**src/rtl/mbr_pkg.sv**
```systemverilog
package mbr_pkg;
    typedef enum logic [2:0] {
        ST_IDLE    = 3'd0,
        ST_PH_ADDR = 3'd1,
        ST_PH_HOLD = 3'd2,
        ST_PH_RD_A = 3'd3,
        ST_PH_RD_B = 3'd4
    } phase_t;
endpackage

```
**src/rtl/mbr_phase_fsm.sv**
```systemverilog
module mbr_phase_fsm
    import mbr_pkg::*;
(
    input  logic   clk,
    input  logic   rst_n,
    input  logic   req,
    output logic   accept,
    output phase_t state
);
    phase_t state_nx;

    assign accept = req && (state == ST_IDLE);

    always_comb begin
        state_nx = state;
        unique case (state)
            ST_IDLE:    if (accept) state_nx = ST_PH_ADDR;
            ST_PH_ADDR: state_nx = ST_PH_HOLD;
            ST_PH_HOLD: state_nx = ST_PH_RD_A;
            ST_PH_RD_A: state_nx = ST_PH_RD_B;
            ST_PH_RD_B: state_nx = ST_IDLE;
            default:    state_nx = ST_IDLE;
        endcase
    end

    always_ff @(posedge clk or negedge rst_n) begin
        if (!rst_n) state <= ST_IDLE;
        else        state <= state_nx;
    end

    // a new cycle only leaves IDLE
    p_start_from_idle_r8: assert property (@(posedge clk) disable iff (!rst_n)
        (state == ST_PH_ADDR) |-> ($past(state) == ST_IDLE));
endmodule

```
**src/rtl/mbr_addr_path.sv**
```systemverilog
module mbr_addr_path #(
    parameter int W = 16
) (
    input  logic         clk,
    input  logic         rst_n,
    input  logic         load,
    input  logic [W-1:0] addr,
    output logic [W-1:0] addr_q
);
    always_ff @(posedge clk or negedge rst_n) begin
        if (!rst_n)    addr_q <= '0;
        else if (load) addr_q <= addr;
    end
endmodule

```
**src/rtl/mbr_capture.sv**
```systemverilog
module mbr_capture #(
    parameter int W = 16
) (
    input  logic         clk,
    input  logic         rst_n,
    input  logic         strobe,
    input  logic [W-1:0] ad_in,
    output logic [W-1:0] rdata,
    output logic         rdata_valid
);
    always_ff @(posedge clk or negedge rst_n) begin
        if (!rst_n) begin
            rdata       <= '0;
            rdata_valid <= 1'b0;
        end else begin
            rdata_valid <= strobe;
            if (strobe) rdata <= ad_in;
        end
    end

    // valid is a single-clock pulse
    p_valid_pulse_r6: assert property (@(posedge clk) disable iff (!rst_n)
        rdata_valid |=> !rdata_valid);
endmodule

```
**src/rtl/mbr_reader.sv**
```systemverilog
module mbr_reader
    import mbr_pkg::*;
#(
    parameter int W = 16
) (
    input  logic         clk,
    input  logic         rst_n,
    input  logic         req,
    input  logic [W-1:0] addr,
    output logic         busy,
    output logic [W-1:0] rdata,
    output logic         rdata_valid,
    output logic [W-1:0] ad_out,
    output logic         ad_oe,
    input  logic [W-1:0] ad_in,
    output logic         ale,
    output logic         oe_n,
    output logic         wr_n
);
    phase_t       state;
    logic         accept;
    logic [W-1:0] addr_q;

    mbr_phase_fsm u_fsm (
        .clk(clk), .rst_n(rst_n), .req(req), .accept(accept), .state(state)
    );

    mbr_addr_path #(.W(W)) u_addr (
        .clk(clk), .rst_n(rst_n), .load(accept), .addr(addr), .addr_q(addr_q)
    );

    mbr_capture #(.W(W)) u_cap (
        .clk(clk), .rst_n(rst_n), .strobe(state == ST_PH_RD_B),
        .ad_in(ad_in), .rdata(rdata), .rdata_valid(rdata_valid)
    );

    always_comb begin
        ale    = 1'b0;
        ad_oe  = 1'b0;
        oe_n   = 1'b1;
        wr_n   = 1'b1;
        busy   = 1'b1;
        ad_out = addr_q;
        unique case (state)
            ST_IDLE:    busy = 1'b0;
            ST_PH_ADDR: begin ale = 1'b1; ad_oe = 1'b1; end
            ST_PH_HOLD: ad_oe = 1'b1;
            ST_PH_RD_A: oe_n = 1'b0;
            ST_PH_RD_B: oe_n = 1'b0;
            default:    busy = 1'b0;
        endcase
    end

    p_launch_r2: assert property (@(posedge clk) disable iff (!rst_n)
        (req && !busy) |=> (ale && ad_oe && busy && ad_out == $past(addr)));
    p_addr_hold_r3: assert property (@(posedge clk) disable iff (!rst_n)
        $fell(ale) |-> (ad_oe && oe_n && $stable(ad_out)));
    p_no_contention_r4: assert property (@(posedge clk) disable iff (!rst_n)
        !(ad_oe && !oe_n));
    p_ale_spacing_r5: assert property (@(posedge clk) disable iff (!rst_n)
        ale |=> !ale ##1 !ale ##1 !ale);
    p_oe_width_r5: assert property (@(posedge clk) disable iff (!rst_n)
        $fell(oe_n) |=> !oe_n ##1 oe_n);
    p_capture_r6: assert property (@(posedge clk) disable iff (!rst_n)
        $rose(oe_n) |-> (rdata_valid && rdata == $past(ad_in)));
    p_write_idle_r7: assert property (@(posedge clk) disable iff (!rst_n)
        wr_n);
endmodule

```
**config.mk**
```make
export PLATFORM = sky130hd
export DESIGN_NAME = mbr_reader
export DESIGN_NICKNAME = d
export VERILOG_FILES = /design/src/rtl/mbr_pkg.sv /design/src/rtl/mbr_phase_fsm.sv /design/src/rtl/mbr_addr_path.sv /design/src/rtl/mbr_capture.sv /design/src/rtl/mbr_reader.sv
export SDC_FILE = /design/constraint.sdc
export NUM_CORES = 1
export LEC_CHECK = 0
export BUFFER_PORTS_ARGS = -buffer_cell sky130_fd_sc_hd__buf_2
export CAP_MARGIN = 20
export CORE_AREA = 3 3 77 57
export CTS_BUF_LIST = sky130_fd_sc_hd__clkbuf_16
export CTS_CLUSTER_DIAMETER = 50
export DETAILED_ROUTE_END_ITERATION = 8
export DIE_AREA = 0 0 80 60
export HOLD_SLACK_MARGIN = 0.02
export PLACE_DENSITY = 0.68
export SLEW_MARGIN = 15
export SYNTH_ARGS = -nofsm -noshare
export SYNTH_HDL_FRONTEND = slang
export SYNTH_SLANG_ARGS = --single-unit
```
**constraint.sdc**
```tcl
create_clock -name clk -period 1.5 [get_ports clk]
set_input_delay 0.3 -clock clk [delete_from_list [all_inputs] [get_ports clk]]
set_output_delay 0.3 -clock clk [all_outputs]
set_load 0.005 [all_outputs]
```
After elaboration in Yosys (flattened, before gate mapping):

Cells that the tools add are included.

* reduce and logical (&&, ||, !) cells: 5
* equality and inequality tests: 5
* muxes and demuxes: 6

Operators by type and width (number)
* 3-bit one-hot mux with 4 select lines: 1
* 3-bit by 2-bit == test with 1-bit output, second input constant: 2
* 1-bit 2-to-1 mux: 4
* 2-bit OR reduction: 2
* 4-bit OR reduction: 1
* 3-bit by 1-bit == test with 1-bit output, second input constant: 1
* 3-bit == test, second input constant: 1
* 3-bit logical NOT: 1
* 3-bit 2-to-1 mux: 1
* 2-bit inequality test, second input constant: 1
* 1-bit logical AND: 1

* output and inout bits: 38
* flip-flop bits (word level): 36
* bits of input ports: 35
* logic and storage cells: 20

Logic depth before layout (Yosys ltp):

Gate-level depths: netlist (run 1).

* depth in word-level cells: 4
* mapped depth: 5
* gate-level depth less buffers: 2

By module:

From an unflattened synthesis (run 1), not the netlist that was laid out.

* cell total of the unflattened synthesis: 89
* area total of the unflattened synthesis: 1510.2 um^2

Modules (own cells, without submodules)
* mbr_capture: area each 674.4 um^2, times used 1, sequential area each 425.4 um^2, cells an instance 35
* mbr_addr_path: area each 649.4 um^2, times used 1, sequential area each 400.4 um^2, cells an instance 34
* mbr_phase_fsm: area each 118.9 um^2, times used 1, sequential area each 75.1 um^2, cells an instance 10
* mbr_reader: area each 67.6 um^2, times used 1, sequential area each 0.0 um^2, cells an instance 10

Least setup slack after synthesis (run 1):

Ideal clock, no wire load.

* kind: reg-to-reg
* start point: register u_fsm.state[1]
* end point: register u_addr.addr_q[0]
* period minus slack after synthesis: 1578 ps
* arrival time: 1452 ps
* setup slack: -78 ps
* data required time: 1375 ps
* stages on the path, launching flop included: 5
* buffers on the path: 2
* library setup time: 125 ps
* cells stage by stage: dfrtp_1 -> buf_6 -> nor4b_4 -> buf_8 -> mux2_4

* longest elaborated chain between the ends: 2

RTL lines
* start: declaration: line mbr_phase_fsm.sv:8 `output phase_t state`
* start signal: assignment: line mbr_phase_fsm.sv:28 `else state <= state_nx;`
* 3-bit logical NOT: line mbr_phase_fsm.sv:12 `assign accept = req && (state == ST_IDLE);`
* 1-bit logical AND: line mbr_phase_fsm.sv:12
* end signal: assignment: line mbr_addr_path.sv:12 `else if (load) addr_q <= addr;`
* end: declaration: line mbr_addr_path.sv:8 `output logic [W-1:0] addr_q`

Every way passes these cells.
A chain may end at the register's enable or synchronous reset.

Worst setup path in the final report (run 1):

* start point: register u_fsm.state[1]
* end point: output port oe_n

* longest elaborated chain between the ends: 3
* elaborated cells between the ends (all ways): 4
* those cells by class: eq/ne (2); mux (1); reduce/logical (1)

RTL lines
* 3-bit by 2-bit == test with 1-bit output or 3-bit == test (tied branches): line mbr_reader.sv:44 `unique case (state)`
* 2-bit OR reduction (no line) (*)
* 1-bit 2-to-1 mux (*): line mbr_reader.sv:44
* end: declaration: line mbr_reader.sv:17 `output logic oe_n,`

Every way passes the cells marked *; elsewhere a longest branch is shown, timed or not.

==> results of run 1 <==
## worst paths after layout
| path | startpoint | to | cells after the start |
|---|---|---|---|
| worst max-delay path | u_fsm.state[1]$_DFFE_PN0P_ | oe_n | 4 |
| worst min-delay path | rst_n | u_addr.addr_q[6]$_DFFE_PN0P_ | 2 |
| worst max register to register | u_fsm.state[0]$_DFFE_PN0P_ | u_addr.addr_q[12]$_DFFE_PN0P_ | 5 |
| worst min register to register | u_cap.rdata[13]$_DFFE_PN0P_ | u_cap.rdata[13]$_DFFE_PN0P_ | 1 |
| max in group asynchronous | rst_n | u_fsm.state[2]$_DFFE_PN0P_ | 2 |
| min in group clk | addr[7] | u_addr.addr_q[7]$_DFFE_PN0P_ | 2 |
## report_power, final
group	total (uW)	switching (uW)	internal, uW	leakage, uW
registers	1760	291	1470	0.000430
clock network	932	337	595	0.0000709
logic	2050	735	1310	0.000593
## cell families (layout without fill, tap and decap cells)
kind of cell              count (synthesis)  in the layout  synth area share, %
muxes                                    32             32                 27.3
DFF                                      36             36                 61.9
and+or+nand+nor                          10             10                 4.90
other                                     1              1                0.257
buffers and inverters                     7             91                 4.47
xor gates and xnor gates                  2              2                 1.20
## per-layer routing
metal,wire length [microns],vias to the layer above,GRT usage (%)
met5,0,-,0
met4,36,0,5.78
met3,149,4,5.72
met2,1740,28,25.1
met1,1270,489,15.4
li1,-,468,-
## timing repair
| item | in CTS | in global routing |
|---|---|---|
| cloned | 0 | 1 |
| pin swaps | 2 | 2 |
| hold buffers | 0 | 0 |
| endpoints found under the setup margin | 4 | 20 |
| setup buffers | 2 | 4 |
| resized for setup | 9 | 10 |
## critical path, stage by stage (launching register included)
cell and delay [ns]:
dfrtp_2 0.45, buf_6 0.15, and3b_1 0.18, nor2_1 0.08, buf_2 0.11
## state kept, by name, indices dropped and copies added, names as in the netlist
| signal | flops |
|---|---|
| u_addr.addr_q | 16 |
| u_cap.rdata | 16 |
| u_fsm.state | 3 |
| u_cap.rdata_valid | 1 |
## cells in the mapped netlist
cell     count
and3b_1      1
buf_2        1
buf_4        3
buf_6        2
buf_8        1
conb_1       1
dfrtp_1     36
mux2_2      22
mux2_4      10
nor2_1       5
nor3_1       1
nor3b_1      2
nor4b_4      1
xnor2_1      2
## layout make-up
type / count / area [sq um] / share of cell area [%]
clock buffer: 5 / 125 / 5.83
clock inverter: 2 / 8.76 / 0.408
timing repair buffer: 84 / 502 / 23.4
multi-input combinational: 45 / 544 / 25.3
sequential: 36 / 905 / 42.1
tap: 50 / 62.6 / 2.91
## metrics by stage
stage	std cells	utilization, %	power (uW)
global placement	209	52.2	3440
floorplan	88	-	2760
finish	222	59.6	4740
global route	222	59.6	5070
detailed placement	209	52.2	3520
CTS	218	57.0	4570
==> flow_summary.json, run 1 <==
{
  "status": "finished, violations left",
  "violations": "negative setup slack",
  "gr-total-overflow": 0,
  "max-cap-violations": 0,
  "core_sq_um": 3600,
  "final-hold-violation-count": 0,
  "drt_iter0_drc": 58,
  "worst_setup_path_start_kind": "register",
  "worstPathRequired_ns": 1.20,
  "drc_errors": 0,
  "final_nets": 207,
  "initial_core_util_pct": 40.4,
  "finalCriticalPeriod_ns": 1.55,
  "vdd_ir_drop_max_mv": 1.05,
  "gp_congestion": 0.688,
  "drt-pass1-iter-count": 2,
  "ys_types": 14,
  "ys_warn_count": 0,
  "fin_worst_skew_ns": 0.00137,
  "rsz0062_at_grt": "yes",
  "worstSetupPathType": "reg -> out",
  "fillers": 309,
  "synth_seq_cells": 36,
  "syn_nets": 123,
  "end_kind": "primary output",
  "synthTopCellsByArea": "dfrtp_1 (62%), mux2_2 (17%), mux2_4 (10%), nor4b_4 (1.6%), buf_4 (1.5%)",
  "num_vias": 989,
  "fin_ws_ns": -0.0505,
  "die_h_microns": 60,
  "dp_hpwl_mm": 2.35,
  "synth_area_sq_um": 1460,
  "finalCritPeriodShare_pct": 103,
  "worstPathMaxFanout": 4,
  "die_area_sq_um": 4800,
  "antenna_found_initial": 0,
  "grt_pass1_vias": 1062,
  "synth_top_area_share_pct": 61.9,
  "viasPerCell": 4.45,
  "layout-drive-gt1-share_pct": 75.6,
  "postRouteAntennaNets": 0,
  "setup_viol": 11,
  "synth_top_cell_by_area": "dfrtp_1",
  "insertion_delay_ns": 0.27,
  "grt_usage_pct": 14.2,
  "wl_per_cell_microns": 14.4,
  "fp-row-count": 18,
  "cts_buffers": 5,
  "grt_max_degree": 37,
  "fin_area_sq_um": 2150,
  "fmax_mhz": 645,
  "htree_levels": 2,
  "io_buffers": 71,
  "syn_avg_cell_area_sq_um": 16.5,
  "cts_sinks": 36,
  "final_cell_mix": "buf_2 (71), dfrtp_1 (33), mux2_4 (16), mux2_2 (16)",
  "setup_tns_ns": -0.188,
  "layout_commonest_cell": "buf_2",
  "placed_cell_area_sq_um": 1880,
  "synth_cells": 88,
  "fin_hold_ws_ns": 0.0635,
  "post-place-ws_ns": 0.0647,
  "cts-root-buf": "clkbuf_16",
  "drv_slew": 0,
  "grt_pass1_wl_mm": 4.94,
  "p_leak_uw": 0.00109,
  "hold_path.class": "in -> async",
  "area_growth_pct": 47.4,
  "cp.arrival_ns": 1.25,
  "antennaDiodeCount": 0,
  "pin_count": 73,
  "wirelength_mm": 3.20,
  "clkSlewWorstSetupHoldPaths_ns": 0.05,
  "r2r_setup_slack_ns": -0.02,
  "powerDensity_nw_per_um2": 2210,
  "ys_seq_area_share_pct": 61.9,
  "clockBufferDepth": 2,
  "fp.dieW_microns": 80,
  "cts_tree": "done"
}
Power figures use the tool's default switching activity.
==> run 2, diff against run 1 <==
ABC_AREA = 1   (was default)
==> run 2 against run 1 <==
  * The run now ends clean
  * Register-to-register slack improved by 0.12 ns
  * Sequential share of layout area rose by 1.1 points
  * Clock power rose by 2%
  * Worst setup slack improved by 0.055 ns
  * Combinational power fell by 13%
==> flow_summary.json, run 2 <==
{
  "hold_path.class": "in -> reg",
  "io_buffers": 71,
  "p_int_uw": 2860,
  "antenna_found_initial": 0,
  "status": "complete, no violations",
  "die_h_microns": 60,
  "drt-pass1-iter-count": 5,
  "end_kind": "primary output",
  "post-place-ws_ns": 0.160,
  "grt_max_degree": 34,
  "final-hold-violation-count": 0,
  "layout_commonest_cell": "buf_2",
  "pwr-share-seq_pct": 38.9,
  "ys_warn_count": 0,
  "synth_edf_count": 0,
  "placed_cell_area_sq_um": 1880,
  "synth_top_cell_by_area": "dfrtp_1",
  "dp_hpwl_mm": 2.53,
  "finalCriticalPeriod_ns": 1.50,
  "ys_seq_area_share_pct": 61.7,
  "core_sq_um": 3600,
  "drc_errors": 0,
  "gr-total-overflow": 0,
  "num_vias": 1319,
  "synthTopCellsByCount": "nand2_1 (66), dfrtp_1 (36), nand3_1 (33)",
  "setup_viol": 0,
  "viasPerCell": 4.50,
  "worst_setup_path_start_kind": "register",
  "synth_area_sq_um": 1460,
  "min_to": "u_cap.rdata[0]$_DFFE_PN0P_",
  "cts_tree": "done",
  "htree_levels": 2,
  "cts_sinks": 36,
  "synthTopCellsByArea": "dfrtp_1 (62%), nand2_1 (17%), nand3_1 (11%), buf_2 (1.7%), buf_4 (1.5%)",
  "ys_types": 14,
  "synth_seq_cells": 36,
  "fin_hold_ws_ns": 0.252,
  "fmax_mhz": 669,
  "fp.dieW_microns": 80,
  "hold_start": "ad_in[0]",
  "reg2reg_to": "u_addr.addr_q[2]$_DFFE_PN0P_",
  "fillers": 321,
  "wl_per_cell_microns": 12.2,
  "clockBufferDepth": 2,
  "vdd_ir_drop_max_mv": 0.990,
  "p_sw_share_pct": 35.8,
  "initial_core_util_pct": 40.5,
  "clkSlewWorstSetupHoldPaths_ns": 0.05,
  "fin_ws_ns": 0.00413,
  "fin_util_pct": 58.1,
  "postRouteAntennaNets": 0,
  "fin_worst_skew_ns": 0.00513,
  "p_switching_uw": 1600,
  "grt_pass1_vias": 1236,
  "finalCritPeriodShare_pct": 99.7,
  "worstSetupPathType": "reg -> out",
  "synth_cells": 160,
  "wirelength_mm": 3.57,
  "powerDensity_nw_per_um2": 2130,
  "area_growth_pct": 43.3,
  "regToRegStartpoint": "u_fsm.state[1]$_DFFE_PN0P_",
  "pin_count": 73,
  "max_stage_delay_ns": 0.44,
  "rsz0062_at_grt": "yes",
  "cts_buffers": 5,
  "whs_path_depth": 3,
  "fp-row-count": 18,
  "worstPathRequired_ns": 1.20,
  "drv_slew": 0,
  "worstPathMaxFanout": 5,
  "synth_top_area_share_pct": 61.7,
  "cts-root-buf": "clkbuf_16",
  "final_nets": 277,
  "async_reset_ff_share_pct": 100,
  "grt_pass1_wl_mm": 5.69,
  "antennaDiodeCount": 0,
  "top_regs": "u_addr.addr_q (16), u_cap.rdata (16), u_fsm.state (3)",
  "yosysMostFrequentCell": "nand2_1",
  "die_area_sq_um": 4800,
  "path_cells": "nand3b_1, o21ai_1, buf_2",
  "crit_slowest_cell": "dfrtp_2",
  "max-cap-violations": 0,
  "layout-drive-gt1-share_pct": 40.3,
  "cp.arrival_ns": 1.20,
  "insertion_delay_ns": 0.28,
  "syn_nets": 195,
  "syn_avg_cell_area_sq_um": 9.13,
  "drt_iter0_drc": 55,
  "pwr-share-comb_pct": 39.9,
  "fin_area_sq_um": 2090,
  "final_cell_mix": "buf_2 (71), nand2_1 (65), nand3_1 (33), dfrtp_1 (33), buf_4 (10)",
  "p_leak_uw": 0.00121,
  "total_power_uw": 4460,
  "gp_congestion": 0.756,
  "r2r_setup_slack_ns": 0.10,
  "clockPowerShare_pct": 21.2,
  "synth_ff_type": "dfrtp_1",
  "rr_worst_depth": 6,
  "grt_usage_pct": 15.8
}
run 2: cells by family after synthesis:
group           count (synthesis)  synth area share (%)
other cells                     1                 0.257
compound gates                  2                 0.686
simple gates                  109                  32.6
flops                          36                  61.7
buf+inv                        12                  4.80
run 2: critical path, delay by kind of cell (launching register included):
| kind | cells | cell delay, ns |
|---|---|---|
| flip-flops | 1 | 0.44 |
| AND/OR/NAND/NOR | 1 | 0.22 |
| buffers and inverters | 1 | 0.14 |
| AO/OA/AOI/OAI | 1 | 0.13 |
run 2: final cells by class:
type	instances	area, sq um	share of cell area (%)
clock inverters	3	11.3	0.538
flip-flops and latches	36	905	43.2
well taps	50	62.6	2.99
clock buffers	5	125	5.98
repair buffers	84	480	23.0
multi-input cells	112	497	23.7
inverters	3	11.3	0.538
run 2: how the worst max path moves through the flow:
stage                                     from                           end  slack, ns  depth (start not counted)
finish              u_fsm.state[0]$_DFFE_PN0P_                         ad_oe      0.004                          3
global route        u_fsm.state[0]$_DFFE_PN0P_                         ad_oe      -0.07                          3
CTS                 u_fsm.state[0]$_DFFE_PN0P_                          oe_n    -0.0002                          5
detailed placement  u_fsm.state[1]$_DFFE_PN0P_  u_addr.addr_q[2]$_DFFE_PN0P_       0.16                          5
global placement    u_fsm.state[1]$_DFFE_PN0P_                          oe_n       0.17                          5
floorplan           u_fsm.state[1]$_DFFE_PN0P_                          busy       0.23                          4
run 2: power by group through the flow:
stage	clock network [uW]	registers, uW	logic (uW)
2_1_floorplan	0	1760	858
3_3_place_gp	0	1750	1620
3_5_place_dp	0	1720	1690
4_1_cts	970	1740	1710
5_1_grt	1030	1790	2030
6_report	948	1730	1780
run 2: layer usage:
layer	GRT usage, %	wire [microns]	part of all wire [%]
met4	4.34	11	0.31
met1	22.1	1630	46
met3	7.23	371	10
met2	22.3	1550	44
met5	0	0	0
run 2: timing repair:
item,CTS,global route
endpoints found under the hold margin,18,0
pin swaps,1,2
hold buffers,1,0
setup buffers,1,6
gates resized for setup,4,4
endpoints found under the setup margin,2,9
run 2: through the flow:
step           setup TNS (ns)  cells
2_1_floorplan               0    160
3_3_place_gp                0    277
3_5_place_dp                0    277
4_1_cts             -0.000202    287
5_1_grt               -0.0986    293
6_report                    0    293
